### src/rtl/bt_pkg.sv
package bt_pkg;

    localparam int SEL_W  = 3;
    localparam int CHAR_W = 8;

    typedef enum logic [1:0] {
        ST_ARM,
        ST_HOLD,
        ST_FINAL,
        ST_DONE
    } seq_state_e;

    typedef enum logic [1:0] {
        K_END,
        K_LIT,
        K_HEX,
        K_FLAG
    } fmt_kind_e;

    typedef struct packed {
        fmt_kind_e          kind;
        logic [SEL_W-1:0]   sel;
        logic [CHAR_W-1:0]  raw;
    } fmt_op_t;

    function automatic fmt_op_t decode_op(input logic [CHAR_W-1:0] b);
        fmt_op_t op;
        op.raw = b;
        op.sel = b[SEL_W-1:0];
        if (!b[7]) begin
            op.kind = (b == '0) ? K_END : K_LIT;
        end else if (!b[6]) begin
            op.kind = K_HEX;
        end else begin
            op.kind = K_FLAG;
        end
        return op;
    endfunction

    function automatic logic [CHAR_W-1:0] hex_ascii(input logic [3:0] n);
        if (n < 4'd10) begin
            return CHAR_W'(8'h30 + {4'b0, n});
        end
        return CHAR_W'(8'h37 + {4'b0, n});
    endfunction

endpackage

### src/rtl/bt_fmt_fetch.sv
module bt_fmt_fetch
    import bt_pkg::*;
#(
    parameter int DEPTH = 32,
    localparam int PTR_W = $clog2(DEPTH)
) (
    input  logic [DEPTH*CHAR_W-1:0] fmt_flat,
    input  logic [PTR_W-1:0]        ptr,
    output fmt_op_t                 op
);

    logic [CHAR_W-1:0] entry [DEPTH];

    for (genvar g = 0; g < DEPTH; g++) begin : g_unpack
        assign entry[g] = fmt_flat[g*CHAR_W +: CHAR_W];
    end

    always_comb begin
        op = decode_op(entry[ptr]);
    end

endmodule

### src/rtl/bt_render.sv
module bt_render
    import bt_pkg::*;
#(
    parameter int DATA_W = 32,
    parameter int FLAG_W = 8,
    localparam int NIB_CNT = DATA_W / 4,
    localparam int TBL_N   = 2 * FLAG_W
) (
    input  fmt_op_t                 op,
    input  logic [DATA_W-1:0]       word,
    input  logic [FLAG_W-1:0]       flags,
    input  logic [TBL_N*CHAR_W-1:0] chr_flat,
    output logic [CHAR_W-1:0]       ch
);

    logic [3:0]        nib  [NIB_CNT];
    logic [CHAR_W-1:0] ctab [TBL_N];

    for (genvar g = 0; g < NIB_CNT; g++) begin : g_nib
        assign nib[g] = word[g*4 +: 4];
    end

    for (genvar g = 0; g < TBL_N; g++) begin : g_ctab
        assign ctab[g] = chr_flat[g*CHAR_W +: CHAR_W];
    end

    logic [CHAR_W-1:0] hex_ch;
    logic [CHAR_W-1:0] flag_ch;

    always_comb begin
        hex_ch = 8'h3F;
        for (int i = 0; i < NIB_CNT; i++) begin
            if (int'(op.sel) == i) begin
                hex_ch = hex_ascii(nib[i]);
            end
        end
    end

    always_comb begin
        flag_ch = 8'h3F;
        for (int i = 0; i < FLAG_W; i++) begin
            if (int'(op.sel) == i) begin
                flag_ch = flags[i] ? ctab[FLAG_W + i] : ctab[i];
            end
        end
    end

    always_comb begin
        unique case (op.kind)
            K_HEX:   ch = hex_ch;
            K_FLAG:  ch = flag_ch;
            default: ch = op.raw;
        endcase
    end

endmodule

### src/rtl/bt_sequencer.sv
module bt_sequencer
    import bt_pkg::*;
#(
    parameter int DEPTH = 32,
    localparam int PTR_W = $clog2(DEPTH),
    localparam logic [PTR_W-1:0] LAST = PTR_W'(DEPTH - 1)
) (
    input  logic              clk,
    input  logic              rst,
    input  logic              go,
    input  logic              resume,
    input  logic              is_end,
    input  logic [CHAR_W-1:0] char_in,
    output logic [PTR_W-1:0]  ptr,
    output logic [CHAR_W-1:0] char_q,
    output logic              send_q,
    output logic              done
);

    seq_state_e state;

    always_ff @(posedge clk) begin
        if (rst) begin
            state  <= ST_ARM;
            ptr    <= '0;
            send_q <= 1'b0;
            char_q <= '0;
        end else begin
            send_q <= 1'b0;
            unique case (state)
                ST_ARM: begin
                    if (go) begin
                        if (is_end) begin
                            state <= ST_DONE;
                        end else begin
                            send_q <= 1'b1;
                            char_q <= char_in;
                            if (ptr == LAST) begin
                                state <= ST_FINAL;
                            end else begin
                                ptr   <= ptr + 1'b1;
                                state <= ST_HOLD;
                            end
                        end
                    end
                end
                ST_HOLD: begin
                    if (resume) begin
                        state <= ST_ARM;
                    end
                end
                ST_FINAL: state <= ST_DONE;
                default:  state <= ST_DONE;
            endcase
        end
    end

    assign done = (state == ST_DONE);

endmodule

### src/rtl/bus_trace_fmt.sv
module bus_trace_fmt
    import bt_pkg::*;
#(
    parameter int FMT_DEPTH = 32,
    parameter int DATA_W    = 32,
    parameter int FLAG_W    = 8,
    localparam int PTR_W    = $clog2(FMT_DEPTH),
    localparam int TBL_N    = 2 * FLAG_W
) (
    input  logic                        clk,
    input  logic                        rst,
    input  logic                        pace_go,
    input  logic                        pace_resume,
    input  logic [DATA_W-1:0]           cap_word,
    input  logic [FLAG_W-1:0]           cap_flags,
    input  logic [FMT_DEPTH*CHAR_W-1:0] fmt_table,
    input  logic [TBL_N*CHAR_W-1:0]     chr_table,
    output logic [CHAR_W-1:0]           out_char,
    output logic                        out_send,
    output logic                        trace_done
);

    logic [PTR_W-1:0]  ptr;
    fmt_op_t           op;
    logic [CHAR_W-1:0] rendered;

    bt_fmt_fetch #(.DEPTH(FMT_DEPTH)) fetch_i (
        .fmt_flat (fmt_table),
        .ptr      (ptr),
        .op       (op)
    );

    bt_render #(.DATA_W(DATA_W), .FLAG_W(FLAG_W)) render_i (
        .op       (op),
        .word     (cap_word),
        .flags    (cap_flags),
        .chr_flat (chr_table),
        .ch       (rendered)
    );

    bt_sequencer #(.DEPTH(FMT_DEPTH)) seq_i (
        .clk     (clk),
        .rst     (rst),
        .go      (pace_go),
        .resume  (pace_resume),
        .is_end  (op.kind == K_END),
        .char_in (rendered),
        .ptr     (ptr),
        .char_q  (out_char),
        .send_q  (out_send),
        .done    (trace_done)
    );

endmodule

### config.mk
export PLATFORM = sky130hd
export DESIGN_NAME = bus_trace_fmt
export DESIGN_NICKNAME = d
export VERILOG_FILES = /design/src/rtl/bt_pkg.sv /design/src/rtl/bt_fmt_fetch.sv /design/src/rtl/bt_render.sv /design/src/rtl/bt_sequencer.sv /design/src/rtl/bus_trace_fmt.sv
export SDC_FILE = /design/constraint.sdc
export NUM_CORES = 1
export LEC_CHECK = 0
export CORE_AREA = 2 2 171 173
export CTS_CLUSTER_DIAMETER = 60
export CTS_CLUSTER_SIZE = 25
export DETAILED_ROUTE_END_ITERATION = 7
export DIE_AREA = 0 0 173 175
export HOLD_SLACK_MARGIN = 0.08
export SYNTH_ARGS = -nofsm -noshare
export SYNTH_HDL_FRONTEND = slang
export SYNTH_SLANG_ARGS = --single-unit
export TNS_END_PERCENT = 100
### constraint.sdc
create_clock -name clk -period 6.1 [get_ports clk]
set_input_delay 1.22 -clock clk [delete_from_list [all_inputs] [get_ports clk]]
set_output_delay 1.22 -clock clk [all_outputs]
set_load 0.05 [all_outputs]
==> impl_metrics.py, run 1 <==
metrics = {
    "global_routing": {
        "grt_max_degree": 75,
        "antenna_found_initial": 6,
        "grt_pass1_vias": 7460,
        "grt_overflow": 0,
        "track_usage": 0.200,
        "grt_pass1_wl_mm": 46.5,
    },
    "worst_hold_path": {
        "hp-class": "reg -> reg",
    },
    "yosys": {
        "synth_top_family_by_area": "multiplexers",
        "synth-seq-cells": 16,
        "synth_fa_ha_area_frac": 0.0231,
        "synthesis.nets": 1114,
        "synth_top_area_frac": 0.266,
        "synth.area.top_cells": "mux2i_1 27%, mux4_2 12%, dfxtp_1 5.9%",
        "syn_area_per_cell_um2": 8.02,
        "yosys-mux-area-fraction": 0.438,
        "yosysTopAreaCell": "mux2i_1",
        "synth_edf_count": 0,
        "post_synth_xor_area_fraction": 0.0178,
        "synth-main-ff-cell": "dfxtp_1",
        "synth.cell_area_um2": 5420,
        "synth-simple-area-share": 0.174,
        "ys_seq_area_frac": 0.0591,
        "ys_warn_count": 0,
        "async_flop_share": 0,
        "synth_compound_gate_area_share": 0.219,
        "syn_inst": 676,
        "synth_cell_types": 65,
    },
    "route": {
        "drtIter0Drc": 409,
        "vias_per_cell": 4.90,
        "wl_per_cell_um": 21.7,
        "firstDrtPassIters": 5,
        "wirelength_mm": 31.7,
        "ant_nets": 0,
        "drcViolationCount": 0,
        "detailroute.via_count": 7159,
    },
    "run_status": {
        "outcome": "finished, final reports clean",
    },
    "timing": {
        "slew_headroom": 0.317,
        "hold_violations": 0,
        "fin_setup_tns_ns": 0,
        "rsz0062_at_grt": "false",
        "report.final.setup_viol": 0,
        "final.min_clock_period_ns": 4.71,
        "maxSlewViolCount": 0,
        "whs_ns": 0.456,
        "fin_skew_ns": 0.00535,
        "fmax_mhz": 213,
        "tightestPinTransition_ns": 1.02,
        "fin_crit_sh": 0.771,
    },
    "cells_and_area": {
        "num-nets-final": 1511,
        "syn2layout_area_growth_pct": 87.9,
        "drive_gt1_frac": 0.0662,
        "stdcell_area_um2": 10200,
    },
    "worst_setup_path": {
        "path_max_fanout": 36,
        "cp_common_cell": "o21ai_0",
        "critPathMaxStageDelay_ns": 0.90,
        "endpoint_kind": "flop",
        "crit_path_cell_trace": "clkdlybuf4s50_1, mux2i_1, nand3_1, nand3_1, o21ai_0, nor2_4, o21ai_0, o221ai_1, o21ai_0, a22oi_1, a41oi_1",
        "critical_path_class": "in -> reg",
        "start_kind": "input port",
        "arrival_ns": 4.78,
        "crit_required_ns": 6.17,
        "cp_slowest_cell": "nor2_4",
    },
    "clock_network": {
        "post_cts_buffers": 0,
        "htree_levels": 1,
        "insertion_delay_ns": 0.25,
        "tritoncts": "yes",
        "cts.sinks": 16,
        "cts_buffer_depth": 2,
        "cts_buffers": 3,
        "holdBufCountCts": 0,
        "path_clk_slew_ns": 0.05,
        "clockRootBuffer": "clkbuf_16",
        "cts_repair_resize_count": 0,
    },
    "die": {
        "placementRows": 62,
        "die_x_um": 173,
        "num_io_pins": 438,
        "die_area_um2": 30300,
        "start_util": 0.191,
        "core_region_area_um2": 28400,
        "die_h_um": 175,
    },
    "place": {
        "place_area_um2": 10100,
        "portBuffers": 437,
        "post-dp-hpwl_mm": 27.1,
        "gp_congestion": 0.889,
    },
    "pwr": {
        "power_per_cell_area_nw_per_um2": 110,
        "p_leak_nw": 3.60,
        "ir_worst_vdd_uv": 103,
    },
    "run": {
        "maxCapViolCount": 0,
    },
}
[power breakdown]
part	total [mW]	internal, mW	switching (mW)
Combinational	0.855	0.460	0.395
Clock	0.137	0.0889	0.0478
Sequential	0.126	0.113	0.0125
Total	1.12	0.663	0.455
[final cells by class]
class / count / area [µm²]
Antenna cell: 4 / 10.0
Timing Repair Buffer: 445 / 4450
Multi-Input combinational cell: 580 / 4740
Inverter: 27 / 101
Tap cell: 384 / 480
Clock buffer: 4 / 78.8
Fill cell: 2974 / 18200
Sequential cell: 16 / 327
[logic make-up after synthesis]
logic type	count (synthesis)
xor gates and xnor gates	11
buffers and inverters	80
AOI/OAI and AO/OA	172
muxes	192
DFF	16
and+or+nand+nor	195
adders and majority gates	10
[sequential cells by signal, summed over array words and instances, names as in the netlist]
signal	count
seq_i.state	2
seq_i.ptr	5
seq_i.char_q	8
seq_i.send_q	1
[path summary, 6_finish.rpt]
kind / startpoint / end / slack [ns] / cells past startpoint
min reg2reg: seq_i.char_q[7] / seq_i.char_q[7] / 0.46 / 2
max reg2reg: seq_i.ptr[2] / seq_i.char_q[0] / 1.45 / 11
min: seq_i.char_q[7] / seq_i.char_q[7] / 0.46 / 2
max: fmt_table[185] / seq_i.char_q[0] / 1.39 / 11
[through the flow]
| stage | setup WS [ns] | instances | total power, mW | util |
|---|---|---|---|---|
| 6_report | 1.39 | 1460 | 1.12 | 0.359 |
| 5_1_grt | 1.06 | 1459 | 1.20 | 0.359 |
| 4_1_cts | 1.41 | 1456 | 1.13 | 0.358 |
| 3_5_place_dp | 1.19 | 1452 | 0.990 | 0.356 |
| 3_3_place_gp | 1.20 | 1452 | 0.988 | 0.356 |
| 2_1_floorplan | 2.42 | 676 | 0.547 | - |
[layout by cell type, fill, tap and decap left out, drive strengths merged, types with 20 or more instances in the layout]
master and n:
clkdlybuf4s50 437, mux2i 144, nand2 57, nor2 49, o21ai 37, a21oi 34
mux4 33, nand3 27, inv 26, a22oi 20
[Yosys cell counts, drive strengths merged (2+ instances only)]
| library cell | n |
|---|---|
| mux2i | 144 |
| nand2 | 57 |
| nor2 | 49 |
| buf | 39 |
| o21ai | 37 |
| a21oi | 34 |
| mux4 | 33 |
| nand3 | 27 |
| inv | 26 |
| a22oi | 20 |
| dfxtp | 16 |
| mux2 | 15 |
| nor2b | 15 |
| clkbuf | 14 |
| a31oi | 13 |
| a211oi | 11 |
| xnor2 | 11 |
| ha | 10 |
| nor3 | 10 |
| a311oi | 7 |
| nand2b | 7 |
| a221oi | 6 |
| nand4 | 6 |
| a2111oi | 5 |
| a311o | 5 |
| and2 | 5 |
| a41oi | 4 |
| and3 | 4 |
| o221ai | 4 |
| o22ai | 4 |
| or3 | 4 |
| a211o | 3 |
| nor4b | 3 |
| o211ai | 3 |
| a32oi | 2 |
| nand3b | 2 |
| nor3b | 2 |
| o21bai | 2 |
| o2bb2ai | 2 |
| o31ai | 2 |
[critical path: cells and delay by family]
family / cells / cell delay, ns
simple gates: 3 / 1.22
mux: 1 / 0.14
buf+inv: 1 / 0.40
compound gates: 6 / 1.79
[layer usage]
metal / vias to the layer above / GRT usage / wire length (µm)
met5: - / 0 / 13
met4: 2 / 0.0307 / 180
met3: 10 / 0.0422 / 2330
met2: 342 / 0.402 / 17400
met1: 3383 / 0.217 / 11800
li1: 3422 / - / -
(Power assumes the default switching activity.)
==> run 2: changes to the inputs <==
==> constraint.sdc (replaced) <==
create_clock -name clk -period 3.9 [get_ports clk]
set_input_delay 0.78 -clock clk [delete_from_list [all_inputs] [get_ports clk]]
set_output_delay 0.78 -clock clk [all_outputs]
set_load 0.05 [all_outputs]
==> run 2 against run 1 <==
- cell area increased by 3.1%
- clock power increased by 61%
- final cell count increased by 2.5%
- clock skew decreased by 0.0044 ns
- sequential cell count unchanged
- worst hold slack improved by 0.0066 ns
- combinational power increased by 66%
- critical path type unchanged
- largest cell class is now buffers
- largest power group unchanged
==> impl_metrics.py, run 2 (same netlist as run 1, synthesis figures left out) <==
metrics = {
    "run_status": {
        "outcome": "finished, final reports clean",
    },
    "pwr": {
        "ir_worst_vdd_uv": 156,
        "power_per_cell_area_nw_per_um2": 175,
        "p_leak_nw": 3.80,
    },
    "place": {
        "post-place-ws_ns": -0.0430,
        "gp_congestion": 0.889,
        "post-dp-hpwl_mm": 27.6,
        "dp_cells": 1488,
        "portBuffers": 437,
    },
    "cells_and_area": {
        "drive_gt1_frac": 0.0984,
        "syn2layout_area_growth_pct": 93.8,
        "fillCellCount": 2933,
        "mostFrequentLayoutCells": "437 x clkdlybuf4s50_1, 144 x mux2i_1, 57 x nand2_1",
        "reg_top3": "seq_i.char_q: 8 flops, seq_i.ptr: 5 flops, seq_i.state: 2 flops",
        "multiInputGateArea_um2": 4740,
        "largest_reg_flops": 8,
        "top_register": "seq_i.char_q",
        "num-nets-final": 1547,
        "register_area_um2": 327,
        "layout.cells.non_filler": 1496,
        "final_common_cell": "clkdlybuf4s50_1",
    },
    "timing": {
        "hold_violations": 0,
        "fin_crit_sh": 0.937,
        "whs_ns": 0.462,
        "tightestPinTransition_ns": 0.816,
        "slew_headroom": 0.453,
        "fin_skew_ns": 0.000908,
        "worst_slack_ns": 0.245,
        "rsz0062_at_grt": "false",
        "report.final.setup_viol": 0,
        "maxSlewViolCount": 0,
        "fin_setup_tns_ns": 0,
        "fmax_mhz": 274,
        "final.min_clock_period_ns": 3.65,
    },
    "worst_hold_path": {
        "holdPathStages": 2,
        "hp-class": "reg -> reg",
        "hp-start": "seq_i.char_q[7]",
    },
    "global_routing": {
        "grt_pass1_vias": 7684,
        "antenna_found_initial": 7,
        "grt_overflow": 0,
        "grt_max_degree": 33,
        "track_usage": 0.196,
        "grt_pass1_wl_mm": 45.7,
    },
    "route": {
        "firstDrtPassIters": 5,
        "wl_met1_mm": 11.4,
        "drtIter0Drc": 369,
        "wl_met3_mm": 2.50,
        "wl_met2_mm": 16.9,
        "detailroute.via_count": 7254,
        "maxUsedRoutingLayer": "met5",
        "vias_per_cell": 4.85,
        "drcViolationCount": 0,
        "wirelength_mm": 31.4,
        "wl_per_cell_um": 21.0,
        "ant_nets": 0,
    },
    "worst_setup_path": {
        "cp_common_cell": "nor2_1",
        "start_kind": "input port",
        "crit_required_ns": 4.01,
        "r2r_start": "seq_i.ptr[0]",
        "reg2reg_depth": 10,
        "endpoint_kind": "flop",
        "critical_path_class": "in -> reg",
        "crit_path_cell_trace": "clkdlybuf4s50_1, mux4_1, mux2_2, and3_1, or4_4, nor2_1, nand4_2, o31ai_4, nor3_1, xnor2_1, nor2_1",
        "critPathMaxStageDelay_ns": 0.55,
        "cp_slowest_cell": "or4_4",
        "path_max_fanout": 9,
        "arrival_ns": 3.77,
        "startpoint": "fmt_table[76]",
    },
    "die": {
        "placementRows": 62,
        "num_io_pins": 438,
        "die_h_um": 175,
        "die_area_um2": 30300,
        "start_util": 0.191,
        "die_x_um": 173,
        "core_region_area_um2": 28400,
    },
    "clock_network": {
        "insertion_delay_ns": 0.24,
        "tritoncts": "yes",
        "cts.sinks": 16,
        "holdBufCountCts": 0,
        "cts_buffers": 3,
        "htree_levels": 1,
        "clockRootBuffer": "clkbuf_16",
        "path_clk_slew_ns": 0.05,
        "cts_buffer_depth": 2,
    },
    "run": {
        "maxCapViolCount": 0,
    },
}
[run 2: cell count changes in the layout (fill, tap and decap cells not counted), sizes merged]
cell / delta
buf: +36
[run 2: layout make-up]
| class | instances | share of cell area |
|---|---|---|
| repair buffers | 481 | 0.453 |
| multi-input cells | 580 | 0.452 |
| well taps | 384 | 0.0457 |
| flip-flops and latches | 16 | 0.0311 |
| inverters | 27 | 0.00965 |
| clock buffers | 4 | 0.00846 |
| diodes | 4 | 0.000953 |
[run 2: per-stage QoR]
stage | instance area, µm² | power [mW] | util
6_report | 10500 | 1.84 | 0.370
5_1_grt | 10500 | 1.96 | 0.370
4_1_cts | 10500 | 1.86 | 0.370
3_5_place_dp | 10400 | 1.63 | 0.366
3_3_place_gp | 10400 | 1.63 | 0.366
2_1_floorplan | 5420 | 0.856 | -
[run 2: layer usage]
metal	global-route usage	up-vias
met1	0.208	3378
li1	-	3497
met3	0.0453	28
met2	0.390	347
met4	0.0438	4
met5	0	-
[run 2: report_power, final]
part	internal, mW	switching, mW	leakage (nW)
clock network	0.156	0.0639	0.0442
logic	0.788	0.633	3.62
registers	0.177	0.0228	0.133
[run 2: path summary, 6_finish.rpt]
| path | slack (ns) | end |
|---|---|---|
| worst max-delay path | 0.25 | seq_i.ptr[3] |
| worst min-delay path | 0.46 | seq_i.char_q[7] |
| worst max register to register | 0.34 | seq_i.ptr[3] |
| worst min register to register | 0.46 | seq_i.char_q[7] |
[run 2: critical path: cells and delay by family]
family	cells	cell delay (ns)
xor+xnor	1	0.15
compound gates	1	0.41
simple gates	6	1.22
mux	2	0.79
buf+inv	1	0.40
[run 2: what timing repair did]
action / 4_1_cts / 5_1_grt
gates resized for setup: 0 / 1
setup endpoints to repair: 0 / 2
setup buffers: 0 / 0
